## src/rtl/mac40_pkg.sv

```systemverilog
package mac40_pkg;
   typedef enum logic {
      ACC_SEL_LO = 1'b0,
      ACC_SEL_HI = 1'b1
   } acc_sel_e;

   function automatic logic [7:0] clog_min1(input int n);
      int v;
      v = 1;
      while ((1 << v) < n) v++;
      return v[7:0];
   endfunction
endpackage

```

## src/rtl/mac40_mult.sv

```systemverilog
module mac40_mult #(
   parameter int XLEN = 32,
   parameter int OPW  = 16,
   localparam int PW  = 2 * OPW
) (
   input  logic            is_signed,
   input  logic [XLEN-1:0] op_a,
   input  logic [XLEN-1:0] op_b,
   output logic [PW-1:0]   prod
);
   logic signed [OPW:0]    ext_a;
   logic signed [OPW:0]    ext_b;
   logic signed [PW+1:0]   full;

   generate
      if (OPW > XLEN) begin : g_bad_opw
         $error("mac40_mult: OPW must not exceed XLEN");
      end
   endgenerate

   always_comb begin
      ext_a = {is_signed & op_a[OPW-1], op_a[OPW-1:0]};
      ext_b = {is_signed & op_b[OPW-1], op_b[OPW-1:0]};
      full  = ext_a * ext_b;
      prod  = full[PW-1:0];
   end
endmodule

```

## src/rtl/mac40_hazard.sv

```systemverilog
module mac40_hazard #(
   parameter int RAW  = 5,
   parameter int NSRC = 2
) (
   input  logic                pend_vld,
   input  logic [RAW-1:0]      pend_rd,
   input  logic [NSRC*RAW-1:0] src_addr,
   input  logic [NSRC-1:0]     src_used,
   output logic                stall
);
   logic [NSRC-1:0] hit;

   generate
      if (NSRC < 1) begin : g_bad_nsrc
         $error("mac40_hazard: NSRC must be at least 1");
      end
      for (genvar i = 0; i < NSRC; i++) begin : g_slot
         assign hit[i] = src_used[i] && (src_addr[i*RAW +: RAW] == pend_rd);
      end
   endgenerate

   assign stall = pend_vld && (|hit);
endmodule

```

## src/rtl/mac40_acc.sv

```systemverilog
module mac40_acc
   import mac40_pkg::*;
#(
   parameter int XLEN = 32,
   parameter int HIW  = 8,
   parameter int PW   = 32,
   localparam int ACCW = HIW + XLEN
) (
   input  logic            clk,
   input  logic            rst,
   input  logic            upd_vld,
   input  logic            upd_sgn,
   input  logic [PW-1:0]   upd_prod,
   input  logic            wr_en,
   input  acc_sel_e        wr_sel,
   input  logic [XLEN-1:0] wr_data,
   input  acc_sel_e        rd_sel,
   output logic [XLEN-1:0] rd_data,
   output logic [XLEN-1:0] sum_lo
);
   logic [XLEN-1:0] host_q;
   logic [XLEN-1:0] low_q;
   logic [ACCW-1:0] prod_ext;
   logic [ACCW-1:0] sum;

   generate
      if (HIW > XLEN) begin : g_bad_hiw
         $error("mac40_acc: HIW must fit inside the host register");
      end
      if (PW > ACCW) begin : g_bad_pw
         $error("mac40_acc: product wider than accumulator");
      end
      if (HIW == XLEN) begin : g_full_host
         always_ff @(posedge clk) begin
            if (rst) host_q <= '0;
            else if (wr_en && wr_sel == ACC_SEL_HI) host_q <= wr_data;
            else if (upd_vld) host_q <= sum[ACCW-1:XLEN];
         end
      end else begin : g_part_host
         always_ff @(posedge clk) begin
            if (rst) host_q <= '0;
            else if (wr_en && wr_sel == ACC_SEL_HI) host_q <= wr_data;
            else if (upd_vld) host_q[HIW-1:0] <= sum[ACCW-1:XLEN];
         end
      end
   endgenerate

   always_comb begin
      prod_ext = {{(ACCW-PW){upd_sgn & upd_prod[PW-1]}}, upd_prod};
      sum      = {host_q[HIW-1:0], low_q} + prod_ext;
      sum_lo   = sum[XLEN-1:0];
      rd_data  = (rd_sel == ACC_SEL_HI) ? host_q : low_q;
   end

   always_ff @(posedge clk) begin
      if (rst) low_q <= '0;
      else if (wr_en && wr_sel == ACC_SEL_LO) low_q <= wr_data;
      else if (upd_vld) low_q <= sum[XLEN-1:0];
   end

   AST_HOST_UPPER_HELD: assert property (@(posedge clk) disable iff (rst)
      !(wr_en && wr_sel == ACC_SEL_HI) |=> $stable(host_q[XLEN-1:HIW]));
   AST_LOW_WRITE_WINS: assert property (@(posedge clk) disable iff (rst)
      (wr_en && wr_sel == ACC_SEL_LO) |=> low_q == $past(wr_data));
   AST_ACC_ADVANCE: assert property (@(posedge clk) disable iff (rst)
      (upd_vld && !wr_en) |=> {host_q[HIW-1:0], low_q} == $past(sum));
endmodule

```

## src/rtl/mac40_unit.sv

```systemverilog
module mac40_unit
   import mac40_pkg::*;
#(
   parameter int XLEN = 32,
   parameter int OPW  = 16,
   parameter int HIW  = 8,
   parameter int RAW  = 5,
   parameter int NSRC = 2,
   localparam int PW  = 2 * OPW
) (
   input  logic                clk,
   input  logic                rst,
   input  logic                mac_valid,
   input  logic                mac_signed,
   input  logic [XLEN-1:0]     mac_op_a,
   input  logic [XLEN-1:0]     mac_op_b,
   input  logic [RAW-1:0]      mac_rd,
   input  logic [NSRC*RAW-1:0] dec_src_addr,
   input  logic [NSRC-1:0]     dec_src_used,
   output logic                stall_req,
   output logic                res_valid,
   output logic [RAW-1:0]      res_rd,
   output logic [XLEN-1:0]     res_data,
   input  logic                accr_wr_en,
   input  logic                accr_wr_sel,
   input  logic [XLEN-1:0]     accr_wr_data,
   input  logic                accr_rd_sel,
   output logic [XLEN-1:0]     accr_rd_data
);
   logic            take;
   logic [PW-1:0]   prod_d;
   logic            e1_vld;
   logic            e1_sgn;
   logic [RAW-1:0]  e1_rd;
   logic [PW-1:0]   e1_prod;
   logic [XLEN-1:0] sum_lo;
   acc_sel_e        wr_sel_e;
   acc_sel_e        rd_sel_e;

   generate
      if (PW > XLEN) begin : g_bad_pw
         $error("mac40_unit: product must fit a register");
      end
   endgenerate

   assign wr_sel_e = acc_sel_e'(accr_wr_sel);
   assign rd_sel_e = acc_sel_e'(accr_rd_sel);
   assign take     = mac_valid && !stall_req;

   mac40_mult #(.XLEN(XLEN), .OPW(OPW)) u_mult (
      .is_signed (mac_signed),
      .op_a      (mac_op_a),
      .op_b      (mac_op_b),
      .prod      (prod_d)
   );

   mac40_hazard #(.RAW(RAW), .NSRC(NSRC)) u_hazard (
      .pend_vld (e1_vld),
      .pend_rd  (e1_rd),
      .src_addr (dec_src_addr),
      .src_used (dec_src_used),
      .stall    (stall_req)
   );

   always_ff @(posedge clk) begin
      if (rst) begin
         e1_vld  <= 1'b0;
         e1_sgn  <= 1'b0;
         e1_rd   <= '0;
         e1_prod <= '0;
      end else begin
         e1_vld <= take;
         if (take) begin
            e1_sgn  <= mac_signed;
            e1_rd   <= mac_rd;
            e1_prod <= prod_d;
         end
      end
   end

   mac40_acc #(.XLEN(XLEN), .HIW(HIW), .PW(PW)) u_acc (
      .clk      (clk),
      .rst      (rst),
      .upd_vld  (e1_vld),
      .upd_sgn  (e1_sgn),
      .upd_prod (e1_prod),
      .wr_en    (accr_wr_en),
      .wr_sel   (wr_sel_e),
      .wr_data  (accr_wr_data),
      .rd_sel   (rd_sel_e),
      .rd_data  (accr_rd_data),
      .sum_lo   (sum_lo)
   );

   always_ff @(posedge clk) begin
      if (rst) begin
         res_valid <= 1'b0;
         res_rd    <= '0;
         res_data  <= '0;
      end else begin
         res_valid <= e1_vld;
         if (e1_vld) begin
            res_rd   <= e1_rd;
            res_data <= sum_lo;
         end
      end
   end

   AST_STALL_ONE_CYCLE: assert property (@(posedge clk) disable iff (rst)
      stall_req |=> !stall_req);
   AST_STALL_BLOCKS_ISSUE: assert property (@(posedge clk) disable iff (rst)
      stall_req |=> !e1_vld);
   AST_RESULT_LATENCY: assert property (@(posedge clk) disable iff (rst)
      (mac_valid && !stall_req) |-> ##2 res_valid);
   AST_RESULT_RD: assert property (@(posedge clk) disable iff (rst)
      (mac_valid && !stall_req) |=> e1_rd == $past(mac_rd));
endmodule

```

## config.mk

```make
export PLATFORM = sky130hd
export DESIGN_NAME = mac40_unit
export DESIGN_NICKNAME = d
export VERILOG_FILES = /design/src/rtl/mac40_pkg.sv /design/src/rtl/mac40_mult.sv /design/src/rtl/mac40_hazard.sv /design/src/rtl/mac40_acc.sv /design/src/rtl/mac40_unit.sv
export SDC_FILE = /design/constraint.sdc
export NUM_CORES = 1
export LEC_CHECK = 0
export CAP_MARGIN = 5
export CELL_PAD_IN_SITES_DETAIL_PLACEMENT = 0
export CELL_PAD_IN_SITES_GLOBAL_PLACEMENT = 2
export CORE_UTILIZATION = 40
export CTS_BUF_LIST = sky130_fd_sc_hd__clkbuf_2 sky130_fd_sc_hd__clkbuf_4 sky130_fd_sc_hd__clkbuf_8
export CTS_CLUSTER_SIZE = 30
export DETAILED_ROUTE_END_ITERATION = 10
export PLACE_DENSITY_LB_ADDON = 0.1
export SLEW_MARGIN = 20
export SYNTH_ARGS = -nofsm -noshare
export SYNTH_HDL_FRONTEND = slang
export SYNTH_SLANG_ARGS = --single-unit
```

## constraint.sdc

```tcl
create_clock -name clk -period 15.6 [get_ports clk]
set_input_delay 4.68 -clock clk [delete_from_list [all_inputs] [get_ports clk]]
set_output_delay 4.68 -clock clk [all_outputs]
set_load 0.01 [all_outputs]
```

# == After elaboration in Yosys (flattened, before gate mapping) ==
# Index checks and enable logic that the tools add are counted.
# word_totals
ff_bits,141
inputBits,120
out_inout_bits,71
# classes
addsub,1
mux,5
bitwise_logic,4
eq_ne,2
reduce_logical,10
mul,1
# ops
op,n
32-bit two-way mux,3
40-bit adder,1
17-bit by 17-bit multiplier with 32-bit output,1
8-bit two-way mux,2
5-bit equality test,2
1-bit logical AND,6
2-bit nonzero test,2
1-bit bitwise AND,3
2-bit OR reduction,1
1-bit zero test,1
1-bit NOT,1

# == Depth between registers and ports, before layout ==
# logic_depth
word_depth,6
mapped_depth,26

# == Hierarchy ==
# From an unflattened synthesis, not the netlist that was laid out.
# unflattened
hier_cells,2144
hier_area_um2,18944.4
# modules_own_cells
module,cells_each,area_per_inst_um2,seq_area_each_um2,n_inst
mac40_mult,1179,10563.9,0.0,1
mac40_acc,654,5139.9,1281.2,1
mac40_unit,296,3124.2,1541.5,1
mac40_hazard,15,116.4,0.0,1

# == Worst setup path after synthesis ==
# Ideal clock, no wire load.
# synth_path
path_kind,in2reg
from,in mac_op_a[15]
to,reg e1_prod[30]
arrival_ps,10339
slack_ps,5144
path_stages,24
setup_ps,117
path_cell_list,and2_1 > clkbuf_1 > nand2_1 > inv_1 > fa_1 > inv_1 > fa_1 > inv_1 > fa_1 > fa_1 > fa_1 > inv_1 > fa_1 > inv_1 > ha_1 > and3_4 > a221oi_2 > o21a_2 > a2bb2oi_2 > o31ai_2 > or4_1 > a41o_1 > mux2i_1 > nand2_1
# synth_via
elab_chain_len,2
# synth_lines
item,line_no,rtl
"start, declared",mac40_unit.sv:15,"input logic [XLEN-1:0] mac_op_a,"
1-bit bitwise AND,mac40_mult.sv:22,"ext_a = {is_signed & op_a[OPW-1], op_a[OPW-1:0]};"
17-bit by 17-bit multiplier with 32-bit output *,mac40_mult.sv:24,full = ext_a * ext_b;
"end signal, assigned",mac40_unit.sv:76,e1_prod <= prod_d;
"end, declared",mac40_unit.sv:35,logic [PW-1:0] e1_prod;
# Every way passes the cells marked *; elsewhere a longest branch is shown, timed or not.
# A chain may end at the register's enable or synchronous reset.

# == Worst setup path in the final report ==
# layout_path
from,in mac_op_b[15]
to,reg e1_prod[30]
# layout_via
elab_chain_len,2
# layout_lines
item,line_no,rtl
"start, declared",mac40_unit.sv:16,"input logic [XLEN-1:0] mac_op_b,"
1-bit bitwise AND,mac40_mult.sv:23,"ext_b = {is_signed & op_b[OPW-1], op_b[OPW-1:0]};"
17-bit by 17-bit multiplier with 32-bit output *,mac40_mult.sv:24,
# Marked as above.

==> impl_metrics.tcl <==
set metrics [dict create \
    outcome "finished, final reports clean" \
    layout.nets 2684 \
    initial_utilization_pct 40.5 \
    fin_skew_ns 0.0119 \
    synthFlopType "sky130_fd_sc_hd__dfxtp_1" \
    fin_max_slew_vios 0 \
    floorplan.die_area_um2 45500 \
    fin_crit_ns 11.37 \
    pre_cts_ws_ns 3.72 \
    postSynth.asyncResetShare_pct 0 \
    syn-num-nets 2590 \
    wl_per_cell_um 17.0 \
    ctsHoldBuffers 0 \
    cap_violations 0 \
    die_width_um 213 \
    detail_route.first_pass.iterations 5 \
    final.setup.tns_ns 0 \
    vias 14124 \
    cts.reportedPaths.clkPinSlew_ns 0.07 \
    grt_pass1_vias 14673 \
    num_io_pins 191 \
    number_of_setup_violations_in_the_final_report 0 \
    routed_wirelength_mm 47.1 \
    post_route_cells_drive_above_1_share_pct 4.65 \
    hp-class "flop to flop" \
    yosys_warnings 0 \
    ys_ff_latch 141 \
    cts_post_setup_buffers_inserted 0 \
    crit_slowest_cell "sky130_fd_sc_hd__clkdlybuf4s50_1" \
    die_h_um 213 \
    synthesized_area_per_cell_um2 8.65 \
    worstReg2RegStart "e1_prod[0]$_SDFFE_PP0P_" \
    synth_area_um2 17900 \
    timing.max_slew.rel_slack_pct 40.4 \
    via_per_inst 5.11 \
    worst_min_path_start "u_acc.host_q[8]$_SDFFE_PP0P_" \
    clockBufferDepth 2 \
    clock_tree.htree_level_count 4 \
    synthDistinctLibCells 66 \
    fmax_mhz 88.0 \
    register_to_register_setup_slack_ns 12.36 \
    worst_setup_path_end_kind "flop" \
    area_of_combinational_cells_with_multiple_inputs_um2 13500 \
    grt.total_usage_pct 22.0 \
    ir_worst_vdd_mv 0.237 \
    syn-instance-count 2066 \
    cts.sink_count 141 \
    grt_first_pass_wirelength_mm 77.9 \
    sequence_of_cells_on_the_critical_path "clkdlybuf4s50_1 > nand2_1 > or2_2 > fa_1 > fa_1 > inv_1 > fa_1 > fa_1 > fa_1 > inv_1 > fa_1 > inv_1 > ha_1 > and3_4 > a221oi_2 > o21a_2 > a2bb2oi_2 > o31ai_2 > or4_1 > a41o_1 > mux2i_1 > nand2_1" \
    mostFrequentLayoutCell "sky130_fd_sc_hd__inv_1" \
    final_min_period_over_clock_period_pct 72.9 \
    drt_iter0_drc 687 \
    grt_overflow 0 \
    nFillCells 4455 \
    drc 0 \
    critical_path_required_ns 15.98 \
    place.detailed.hpwl_mm 36.7 \
    buf_inv_on_cp 4 \
    cts_tree "yes" \
    synth.yosys.seq_area_share_pct 15.8 \
    final-hold-violation-count 0 \
    cpPeakStageDelay_ns 0.91 \
    placement_rows 77 \
    timing.critical_path.depth 22 \
    syn_to_layout_area_delta_pct 13.8 \
    clock_tree.root_cell "sky130_fd_sc_hd__clkbuf_8" \
    worst_r2r_path_depth 12 \
    drt.antenna.violating_nets 0 \
    setup_slack_ns 4.23 \
    worstSkewPairLatency_ns 0.48 \
    ff_latch_area_um2 2820 \
    cts_buffers 17 \
    grt_antenna_before_repair 0 \
    critPathKind "input pin to flop" \
    critical_path.top_delay_family "adder cells" \
    routability_congestion 0.829 \
    timing.critical_path.fanout_max 18 \
    timing.rr.end "res_data[24]$_SDFFE_PP0P_" \
    crit_top_cell "sky130_fd_sc_hd__fa_1" \
    timing_worst_slew_pin_value_ns 0.891 \
    synth_enable_flop_cells 0 \
    start_kind "input pin" \
    hold_path_depth 2 \
    layout.cells.most_common_list "sky130_fd_sc_hd__inv_1, sky130_fd_sc_hd__nand2_1, sky130_fd_sc_hd__fa_1, sky130_fd_sc_hd__a21oi_1, sky130_fd_sc_hd__clkdlybuf4s50_1" \
    post_cts_resized 0 \
    place.port_buffers 158 \
    cellLeakagePower_nw 9.40 \
    cellPowerDensity_nw_per_um2 216 \
    arrival_ns 11.75 \
    grt_start_max_net_pins 68 \
    placeableCoreArea_um2 44100 \
    whs_endpoint "u_acc.host_q[8]$_SDFFE_PP0P_" \
    rsz0062_at_grt "no" \
]
## Yosys cell counts, types with 3 or more instances
| master | number | share of area [%] |
|---|---|---|
| sky130_fd_sc_hd__buf_1 | 8 | 0.17 |
| sky130_fd_sc_hd__o21bai_1 | 7 | 0.29 |
| sky130_fd_sc_hd__fa_1 | 283 | 32 |
| sky130_fd_sc_hd__xor2_1 | 26 | 1.3 |
| sky130_fd_sc_hd__and2_1 | 132 | 4.6 |
| sky130_fd_sc_hd__nor3_1 | 12 | 0.34 |
| sky130_fd_sc_hd__and4_1 | 4 | 0.20 |
| sky130_fd_sc_hd__dfxtp_1 | 141 | 16 |
| sky130_fd_sc_hd__ha_1 | 121 | 8.5 |
| sky130_fd_sc_hd__a41oi_1 | 3 | 0.15 |
| sky130_fd_sc_hd__buf_2 | 3 | 0.084 |
| sky130_fd_sc_hd__nand2b_1 | 12 | 0.42 |
| sky130_fd_sc_hd__o311ai_0 | 3 | 0.15 |
| sky130_fd_sc_hd__o21ai_0 | 72 | 2.0 |
| sky130_fd_sc_hd__and3_1 | 18 | 0.63 |
| sky130_fd_sc_hd__o31a_1 | 3 | 0.15 |
| sky130_fd_sc_hd__or2_2 | 4 | 0.14 |
| sky130_fd_sc_hd__or3_1 | 6 | 0.21 |
| sky130_fd_sc_hd__a21oi_1 | 173 | 4.8 |
| sky130_fd_sc_hd__a21boi_0 | 4 | 0.17 |
| sky130_fd_sc_hd__nand4_1 | 9 | 0.31 |
| sky130_fd_sc_hd__nand3_1 | 21 | 0.59 |
| sky130_fd_sc_hd__nor2_1 | 82 | 1.7 |
| sky130_fd_sc_hd__nor4_1 | 3 | 0.11 |
| sky130_fd_sc_hd__a211oi_1 | 8 | 0.34 |
| sky130_fd_sc_hd__nand2_1 | 294 | 6.2 |
| sky130_fd_sc_hd__mux2i_1 | 26 | 1.5 |
| sky130_fd_sc_hd__mux2_2 | 31 | 2.0 |
| sky130_fd_sc_hd__clkbuf_1 | 87 | 1.8 |
| sky130_fd_sc_hd__xnor2_1 | 49 | 2.4 |
| sky130_fd_sc_hd__inv_1 | 318 | 6.7 |
| sky130_fd_sc_hd__a31oi_1 | 12 | 0.42 |
| sky130_fd_sc_hd__a31o_2 | 3 | 0.15 |
| sky130_fd_sc_hd__nor4b_1 | 4 | 0.20 |
| sky130_fd_sc_hd__nor2b_1 | 7 | 0.24 |
| sky130_fd_sc_hd__o21a_1 | 9 | 0.38 |
| sky130_fd_sc_hd__o2111ai_1 | 4 | 0.20 |
| sky130_fd_sc_hd__o211ai_1 | 9 | 0.38 |
| sky130_fd_sc_hd__a21o_1 | 19 | 0.80 |
## metrics by stage
stage	cell area [um2]	total power [mW]	utilization, %	hold slack, ns	std cells
2_1_floorplan	17900	3.31	-	0.433	2066
3_3_place_gp	19900	4.10	45.2	0.438	2733
3_5_place_dp	19900	4.13	45.2	0.444	2733
4_1_cts	20300	4.45	46.1	0.455	2765
5_1_grt	20300	4.96	46.1	0.464	2765
6_report	20300	4.39	46.1	0.454	2766
## worst min-delay path, stage by stage, from the launching register on
cell and delay, ns:
sky130_fd_sc_hd__dfxtp_1 0.31, sky130_fd_sc_hd__nand2_1 0.05, sky130_fd_sc_hd__a21oi_1 0.05
## logic make-up (layout without fill, tap and decap cells)
kind of cell	after synthesis	count (layout)	synth area share (%)
buffers and inverters	416	523	8.76
multiplexers	57	57	3.41
AO/OA/AOI/OAI	357	357	11.9
adder cells (fa/ha/maj)	404	404	40.2
flip-flops	141	141	15.8
XOR/XNOR	75	75	3.67
AND/OR/NAND/NOR	616	616	16.3
other	0	1	0
## final cells by class
cell class	instances	share of cell area [%]
Multi-Input combinational cell	1509	66.3
Sequential cell	141	13.9
Timing Repair Buffer	173	8.31
Inverter	318	5.87
Tap cell	592	3.64
Clock buffer	26	1.70
Clock inverter	6	0.271
Antenna cell	1	0.0123
## worst max-delay path by stage
stage,start,to
3_3_place_gp,mac_op_b[15],e1_prod[30]$_SDFFE_PP0P_
2_1_floorplan,mac_op_a[15],e1_prod[30]$_SDFFE_PP0P_
6_report,mac_op_b[15],e1_prod[30]$_SDFFE_PP0P_
4_1_cts,mac_op_b[15],e1_prod[30]$_SDFFE_PP0P_
5_1_grt,mac_op_b[15],e1_prod[30]$_SDFFE_PP0P_
3_5_place_dp,mac_op_b[15],e1_prod[30]$_SDFFE_PP0P_
## power by group
group          leakage [nW]  switching (mW)  internal, mW
clock network         0.215           0.145         0.158
registers              1.16          0.0391         0.420
logic                  8.03            1.99          1.64
total                  9.40            2.17          2.21
## layer usage
metal  vias up  track usage [%]  routed length, um
met4         0             3.72                476
met5         -                0                  0
met1      7120             29.4              21500
met2       205             38.2              23500
met3        31             3.10               1520
li1       6768                -                  -
## sequential cells by signal, indices dropped and copies added, names as in the netlist
signal	count
e1_prod	32
e1_rd	5
e1_sgn	1
e1_vld	1
res_data	32
res_rd	5
res_valid	1
u_acc.host_q	32
u_acc.low_q	32
Power figures use the tool's default switching activity.
